<file path="config.mk">
export PLATFORM = sky130hd
export DESIGN_NAME = irq_bus_arbiter
export DESIGN_NICKNAME = d
export VERILOG_FILES = /design/src/rtl/irq_arb_pkg.sv /design/src/rtl/irq_rst_hold.sv /design/src/rtl/irq_nmi_latch.sv /design/src/rtl/irq_bus_grant.sv /design/src/rtl/irq_vector_form.sv /design/src/rtl/irq_bus_arbiter.sv
export SDC_FILE = /design/constraint.sdc
export NUM_CORES = 1
export LEC_CHECK = 0
export BUFFER_PORTS_ARGS = -buffer_cell sky130_fd_sc_hd__buf_2
export CAP_MARGIN = 30
export CORE_UTILIZATION = 29
export CTS_BUF_LIST = sky130_fd_sc_hd__clkbuf_8 sky130_fd_sc_hd__clkbuf_16
export DETAILED_ROUTE_END_ITERATION = 8
export GPL_ROUTABILITY_DRIVEN = 0
export GPL_TIMING_DRIVEN = 0
export PLACE_DENSITY = 0.55
export REMOVE_ABC_BUFFERS = 1
export SLEW_MARGIN = 0
export SYNTH_ARGS = -nofsm -noshare
export SYNTH_HDL_FRONTEND = slang
export SYNTH_SLANG_ARGS = --single-unit
export TNS_END_PERCENT = 5
</file>
<file path="constraint.sdc">
create_clock -name clk -period 2.5 [get_ports clk]
set_input_delay 0.375 -clock clk [delete_from_list [all_inputs] [get_ports clk]]
set_output_delay 0.375 -clock clk [all_outputs]
set_load 0.01 [all_outputs]
</file>
<file path="src/rtl/irq_arb_pkg.sv">
package irq_arb_pkg;
  typedef enum logic [1:0] {
    IM_OPCODE = 2'd0,
    IM_FIXED  = 2'd1,
    IM_TABLE  = 2'd2
  } irq_mode_e;
endpackage

</file>
<file path="src/rtl/irq_rst_hold.sv">
// Qualifies the reset pin: rst_full is high on the HOLD-th consecutive low sample and after it.
module irq_rst_hold #(
  parameter int HOLD = 3
) (
  input  logic clk,
  input  logic rst_n,
  output logic rst_full
);
  generate
    if (HOLD <= 1) begin : g_direct
      assign rst_full = !rst_n;
    end else begin : g_count
      localparam int CW = $clog2(HOLD);
      localparam logic [CW-1:0] LIM = CW'(HOLD - 1);
      logic [CW-1:0] cnt;
      always_ff @(posedge clk) begin
        if (rst_n)            cnt <= '0;
        else if (cnt != LIM)  cnt <= cnt + 1'b1;
      end
      assign rst_full = !rst_n && (cnt == LIM);
    end
  endgenerate
endmodule

</file>
<file path="src/rtl/irq_nmi_latch.sv">
// Falling-edge detector with a sticky pending flag for the non-maskable request.
module irq_nmi_latch (
  input  logic clk,
  input  logic nmi_n,
  input  logic clr_all,
  input  logic taken,
  output logic hit
);
  logic prev_q;
  logic pend_q;

  assign hit = pend_q | (prev_q & ~nmi_n);

  always_ff @(posedge clk) begin
    prev_q <= nmi_n;
    if (clr_all || taken) pend_q <= 1'b0;
    else                  pend_q <= hit;
  end
endmodule

</file>
<file path="src/rtl/irq_bus_grant.sv">
// Bus hand-over: grants at machine-cycle ends, releases as soon as the request drops.
module irq_bus_grant (
  input  logic clk,
  input  logic rst_low,
  input  logic busreq_n,
  input  logic mcyc_end,
  output logic grant,
  output logic grab,
  output logic busack_n,
  output logic bus_float
);
  assign grab = grant ? ~busreq_n : (mcyc_end & ~busreq_n);

  always_ff @(posedge clk) begin
    if (rst_low) begin
      grant     <= 1'b0;
      busack_n  <= 1'b1;
      bus_float <= 1'b1;
    end else begin
      grant     <= grab;
      busack_n  <= ~grab;
      bus_float <= grab;
    end
  end

  assert_grant_on_boundary_R3: assert property (@(posedge clk) disable iff (rst_low)
    (busack_n && !mcyc_end) |=> busack_n);
  assert_release_R3: assert property (@(posedge clk) disable iff (rst_low)
    (!busack_n && busreq_n) |=> (busack_n && !bus_float));
endmodule

</file>
<file path="src/rtl/irq_vector_form.sv">
// Forms the jump target or flags an opcode fetch, by request kind and mode.
module irq_vector_form
  import irq_arb_pkg::*;
#(
  parameter int DW         = 8,
  parameter int NMI_ADDR   = 'h66,
  parameter int FIXED_ADDR = 'h38
) (
  input  logic              is_nmi,
  input  irq_mode_e         mode,
  input  logic [DW-1:0]     page,
  input  logic [DW-1:0]     data,
  output logic [2*DW-1:0]   vec,
  output logic              vec_ok,
  output logic              op_ok
);
  localparam int VW = 2 * DW;

  always_comb begin
    vec    = {page, data};
    vec_ok = 1'b0;
    op_ok  = 1'b0;
    if (is_nmi) begin
      vec    = VW'(NMI_ADDR);
      vec_ok = 1'b1;
    end else begin
      case (mode)
        IM_FIXED: begin vec = VW'(FIXED_ADDR); vec_ok = 1'b1; end
        IM_TABLE: begin vec = {page, data};    vec_ok = 1'b1; end
        default:  op_ok = 1'b1;
      endcase
    end
  end
endmodule

</file>
<file path="src/rtl/irq_bus_arbiter.sv">
module irq_bus_arbiter
  import irq_arb_pkg::*;
#(
  parameter int DW         = 8,
  parameter int RST_HOLD   = 3,
  parameter int NMI_ADDR   = 'h66,
  parameter int FIXED_ADDR = 'h38
) (
  input  logic              clk,
  input  logic              rst_n,
  input  logic              int_n,
  input  logic              nmi_n,
  input  logic              busreq_n,
  input  logic              instr_end,
  input  logic              mcyc_end,
  input  logic              en_set,
  input  logic              en_clr,
  input  logic              en_restore,
  input  logic              mode_wr,
  input  logic [1:0]        mode_sel,
  input  logic [DW-1:0]     i_reg,
  input  logic [DW-1:0]     data_in,
  output logic              busack_n,
  output logic              bus_float,
  output logic              take,
  output logic              take_nmi,
  output logic              vec_valid,
  output logic [2*DW-1:0]   vec,
  output logic              op_valid,
  output logic [DW-1:0]     opcode,
  output logic              ack_m1_n,
  output logic              ack_iorq_n,
  output logic              int_en
);
  localparam int VW = 2 * DW;

  logic            rst_full;
  logic            nmi_hit;
  logic            grant, grab;
  logic            svc_ok, tk_nmi, tk_int;
  logic            ie1, ie2;
  irq_mode_e       mode;
  logic [VW-1:0]   vf;
  logic            vf_ok, vf_op;

  irq_rst_hold #(.HOLD(RST_HOLD)) u_hold (
    .clk(clk), .rst_n(rst_n), .rst_full(rst_full)
  );

  irq_nmi_latch u_nmi (
    .clk(clk), .nmi_n(nmi_n), .clr_all(rst_full), .taken(tk_nmi), .hit(nmi_hit)
  );

  irq_bus_grant u_grant (
    .clk(clk), .rst_low(!rst_n), .busreq_n(busreq_n), .mcyc_end(mcyc_end),
    .grant(grant), .grab(grab), .busack_n(busack_n), .bus_float(bus_float)
  );

  irq_vector_form #(.DW(DW), .NMI_ADDR(NMI_ADDR), .FIXED_ADDR(FIXED_ADDR)) u_vec (
    .is_nmi(nmi_hit), .mode(mode), .page(i_reg), .data(data_in),
    .vec(vf), .vec_ok(vf_ok), .op_ok(vf_op)
  );

  // Interrupts are served only with the bus kept: not granted, not being granted now.
  assign svc_ok = rst_n & instr_end & ~grant & ~(mcyc_end & ~busreq_n);
  assign tk_nmi = svc_ok & nmi_hit;
  assign tk_int = svc_ok & ~nmi_hit & ~int_n & ie1;

  always_ff @(posedge clk) begin
    if (rst_full) begin
      ie1  <= 1'b0;
      ie2  <= 1'b0;
      mode <= IM_OPCODE;
    end else if (rst_n) begin
      if (tk_nmi) begin
        ie2 <= ie1;
        ie1 <= 1'b0;
      end else if (tk_int || en_clr) begin
        ie1 <= 1'b0;
        ie2 <= 1'b0;
      end else if (en_set) begin
        ie1 <= 1'b1;
        ie2 <= 1'b1;
      end else if (en_restore) begin
        ie1 <= ie2;
      end
      if (mode_wr && mode_sel != 2'd3) mode <= irq_mode_e'(mode_sel);
    end
  end

  always_ff @(posedge clk) begin
    if (!rst_n) begin
      take       <= 1'b0;
      take_nmi   <= 1'b0;
      vec_valid  <= 1'b0;
      op_valid   <= 1'b0;
      ack_m1_n   <= 1'b1;
      ack_iorq_n <= 1'b1;
      vec        <= '0;
      opcode     <= '0;
    end else begin
      take       <= tk_nmi | tk_int;
      take_nmi   <= tk_nmi;
      vec_valid  <= (tk_nmi | tk_int) & vf_ok;
      op_valid   <= tk_int & vf_op;
      ack_m1_n   <= ~tk_int;
      ack_iorq_n <= ~tk_int;
      if (tk_nmi || tk_int) begin
        vec    <= vf;
        opcode <= data_in;
      end
    end
  end

  assign int_en = ie1;

  assert_reset_idle_R2: assert property (@(posedge clk)
    !rst_n |=> (bus_float && busack_n && !take && ack_m1_n && ack_iorq_n));
  assert_no_take_granted_R4: assert property (@(posedge clk) disable iff (!rst_n)
    !busack_n |=> !take);
  assert_nmi_vector_R6: assert property (@(posedge clk) disable iff (!rst_n)
    take_nmi |-> (vec == VW'(NMI_ADDR) && vec_valid && ack_m1_n && !op_valid));
  assert_masked_R7: assert property (@(posedge clk) disable iff (!rst_n)
    !int_en |=> !(take && !take_nmi));
  assert_int_ack_R8: assert property (@(posedge clk) disable iff (!rst_n)
    (take && !take_nmi) |-> (!ack_m1_n && !ack_iorq_n && !int_en));
endmodule

</file>
==> flow_summary.json <==
{
  "status": "complete, no violations",
  "powerDensity_nw_per_um2": 773,
  "required_ps": 2720,
  "synth_most_common_cell": "dfxtp_1",
  "worst_clock_skew_ps": 5.91,
  "grt_busiest_layer": "met2",
  "setup-violations-final": 0,
  "avgSynthCellArea_um2": 10.4,
  "period_minus_slack_ps": 1750,
  "synth.area.top_cells": "dfxtp_1 52%, a22o_1 10%, nor2_1 3.4%, nand2_1 2.5%, o2bb2ai_1 2.3%",
  "num_rows": 26,
  "stdcell_count": 278,
  "p_int_w": 0.00108,
  "netlist_top_cells_count": "40 x dfxtp_1, 18 x a22o_1, 14 x nor2_1",
  "maxSlewHeadroom_pct": 53.8,
  "hold_start": "nmi_n",
  "die-height_um": 74.6,
  "synth_top_cell_area_share_pct": 52.4,
  "nets": 238,
  "drt_first_pass_iters": 4,
  "ir_drop_uv": 312,
  "area.growth.synth_to_final_pct": 27.7,
  "synth_fa_ha_area_share_pct": 1.64,
  "gr-usage-all-layers_pct": 12.2,
  "dp.cells": 270,
  "worstHoldPathType": "input pin to flop",
  "use_met3_pct": 4.28,
  "syn_area_um2": 1530,
  "routed_wl_um": 3210,
  "worstPathMaxFanout": 11,
  "ys_seq_area_share_pct": 52.4,
  "antenna_left": 0,
  "cts_made_buffers": 5,
  "synth_edf_count": 0,
  "synth_xor_area_share_pct": 0.573,
  "period_share_pct": 70.0,
  "ys.flop_type": "dfxtp_1",
  "hpwl_um": 2460,
  "synth_seq_cells": 40,
  "startpoint_type": "flop",
  "dp_slack_ps": 603,
  "die_area_um2": 5570,
  "worstHoldEndpoint": "u_nmi.prev_q$_DFF_P_",
  "p_comb_share_pct": 22.4,
  "ios": 62,
  "hold_depth": 1,
  "fill_cells": 534,
  "switchingPower_w": 0.000428,
  "holdWs_ps": 221,
  "maxCapViolCount": 0,
  "timing.setup.tns_ps": 0,
  "drcViolationCount": 0,
  "clock.fmax_mhz": 571,
  "viasPerCell": 4.46,
  "clock_sinks": 40,
  "ff2ff_setup_slack_ps": 750,
  "die_x_um": 74.6,
  "cp.arrival_ps": 1970,
  "cts_max_path_buffers": 2,
  "finalHoldViolCount": 0,
  "muxShareOfSynthArea_pct": 1.96,
  "postPlaceCellArea_um2": 1860,
  "ys_types": 37,
  "synthCells": 147,
  "dr_total_vias": 1240,
  "p_seq_share_pct": 50.3,
  "grt_start_max_net_pins": 22,
  "clkPwrFrac_pct": 27.4,
  "critPathCaptureType": "flop",
  "grt.overflow.total": 0,
  "yosys.area_share.simple_pct": 16.6,
  "synthArstFlopShare_pct": 0,
  "leakagePower_nw": 0.937,
  "setup_ws_ps": 749,
  "antenna_cells": 0,
  "finalMaxSlewViolations": 0,
  "coreArea_um2": 5110,
  "cts-resized-gates": 0,
  "numPortBuffers": 61,
  "cts_tree": "yes",
  "worst-setup-path-type": "flop to flop",
  "antenna_found_initial": 0,
  "worstSkewPairLatency_ps": 280,
  "rr_worst_depth": 4,
  "synth_compound_area_share_pct": 20.9,
  "initial_utilization_pct": 29.9,
  "synth_warnings": 0,
  "post_cts_buffers": 0,
  "synth_area_leader_cell": "dfxtp_1",
  "swShare_pct": 28.4,
  "grt.met2_usage_pct": 19.3,
  "hold_buffers": 0,
  "drt_iter0_drc": 58,
  "cts-root-buf": "clkbuf_8",
  "grt_pass1_wl_um": 5110,
  "worstMarginPinSlew_ps": 690,
  "first_global_vias": 1127,
  "design_area_um2": 1950,
  "reg2reg_to": "vec[8]$_SDFFE_PN0P_",
  "use_met1_pct": 15.3,
  "synth_top_family_by_area": "compound AO/OA/AOI/OAI gates",
  "routedWlPerCell_um": 11.5,
  "drive_gt1_share_pct": 36.1,
  "clk_pin_slew_ps": 70,
  "r2r_start": "u_nmi.prev_q$_DFF_P_",
  "rsz0062_at_grt": "no",
  "cts_max_level": 2
}
[per-layer routing]
metal	vias up	routed length [um]
met4	0	38
met2	45	1440
met5	-	0
met3	6	233
met1	540	1500
li1	649	-
[power by group through the flow]
| stage | Clock [W] | Combinational, W | Sequential (W) |
|---|---|---|---|
| 3_3_place_gp | 0 | 0.000336 | 0.000772 |
| 6_report | 0.000413 | 0.000338 | 0.000759 |
| 2_1_floorplan | 0 | 0.000208 | 0.000785 |
| 4_1_cts | 0.000432 | 0.000344 | 0.000759 |
| 3_5_place_dp | 0 | 0.000340 | 0.000774 |
| 5_1_grt | 0.000458 | 0.000386 | 0.000768 |
[cells in the final DEF (no fill, tap or decap), types with 2 or more instances in the layout]
cell type	count
nor2_1	14
nand2_1	10
o21ai_0	5
a22o_1	18
nand3b_1	2
a21oi_1	2
mux2i_1	3
o2bb2ai_1	4
a32o_1	2
nand3_1	5
inv_1	10
clkbuf_8	6
ha_1	2
dfxtp_1	40
o21bai_1	2
nor3_1	3
a211oi_1	3
buf_2	61
[sequential cells by signal (all words and copies together) (netlist names)]
signal and count:
u_grant.bus_float 1, mode 2, u_grant.busack_n 1, u_grant.grant 1
take 1, op_valid 1, int_en 1, u_hold.g_count.cnt 2
ie2 1, vec 16, vec_valid 1, take_nmi 1
ack_iorq_n 1, opcode 8, u_nmi.prev_q 1, u_nmi.pend_q 1
[metrics by stage]
| step | power (W) | util, % |
|---|---|---|
| 6_report | 0.00151 | 38.2 |
| 5_1_grt | 0.00161 | 38.2 |
| 4_1_cts | 0.00154 | 38.2 |
| 3_5_place_dp | 0.00111 | 36.5 |
| 3_3_place_gp | 0.00111 | 36.5 |
| 2_1_floorplan | 0.000993 | - |
[worst max path at each step]
stage	start	endpoint	slack, ps
6_report	u_nmi.prev_q$_DFF_P_	vec[8]$_SDFFE_PN0P_	750
3_3_place_gp	rst_n	vec[7]$_SDFFE_PN0P_	590
4_1_cts	u_nmi.prev_q$_DFF_P_	vec[14]$_SDFFE_PN0P_	730
5_1_grt	u_nmi.prev_q$_DFF_P_	vec[8]$_SDFFE_PN0P_	630
2_1_floorplan	u_nmi.prev_q$_DFF_P_	vec[10]$_SDFFE_PN0P_	1080
3_5_place_dp	rst_n	vec[0]$_SDFFE_PN0P_	600
[kinds of logic after synthesis]
| kind of cell | count (synthesis) |
|---|---|
| compound gates | 40 |
| xor+xnor | 1 |
| fa+ha+maj | 2 |
| buf+inv | 16 |
| flops | 40 |
| mux | 3 |
| simple gates | 45 |
[final cells by class]
type / instances / area (um^2) / share of cell area, %
sequential: 40 / 801 / 41.0
tap: 70 / 87.6 / 4.49
clock inverter: 2 / 7.51 / 0.385
inverter: 8 / 30.0 / 1.54
timing repair buffer: 61 / 305 / 15.6
clock buffer: 6 / 82.6 / 4.23
multi-input combinational: 91 / 638 / 32.7
[critical path, cell delays in order, from the launching register on]
cell and delay [ps]:
dfxtp_1 290, nor2b_2 160, nor2_1 530, and4_1 510, a22o_1 200
(Power assumes the default switching activity.)
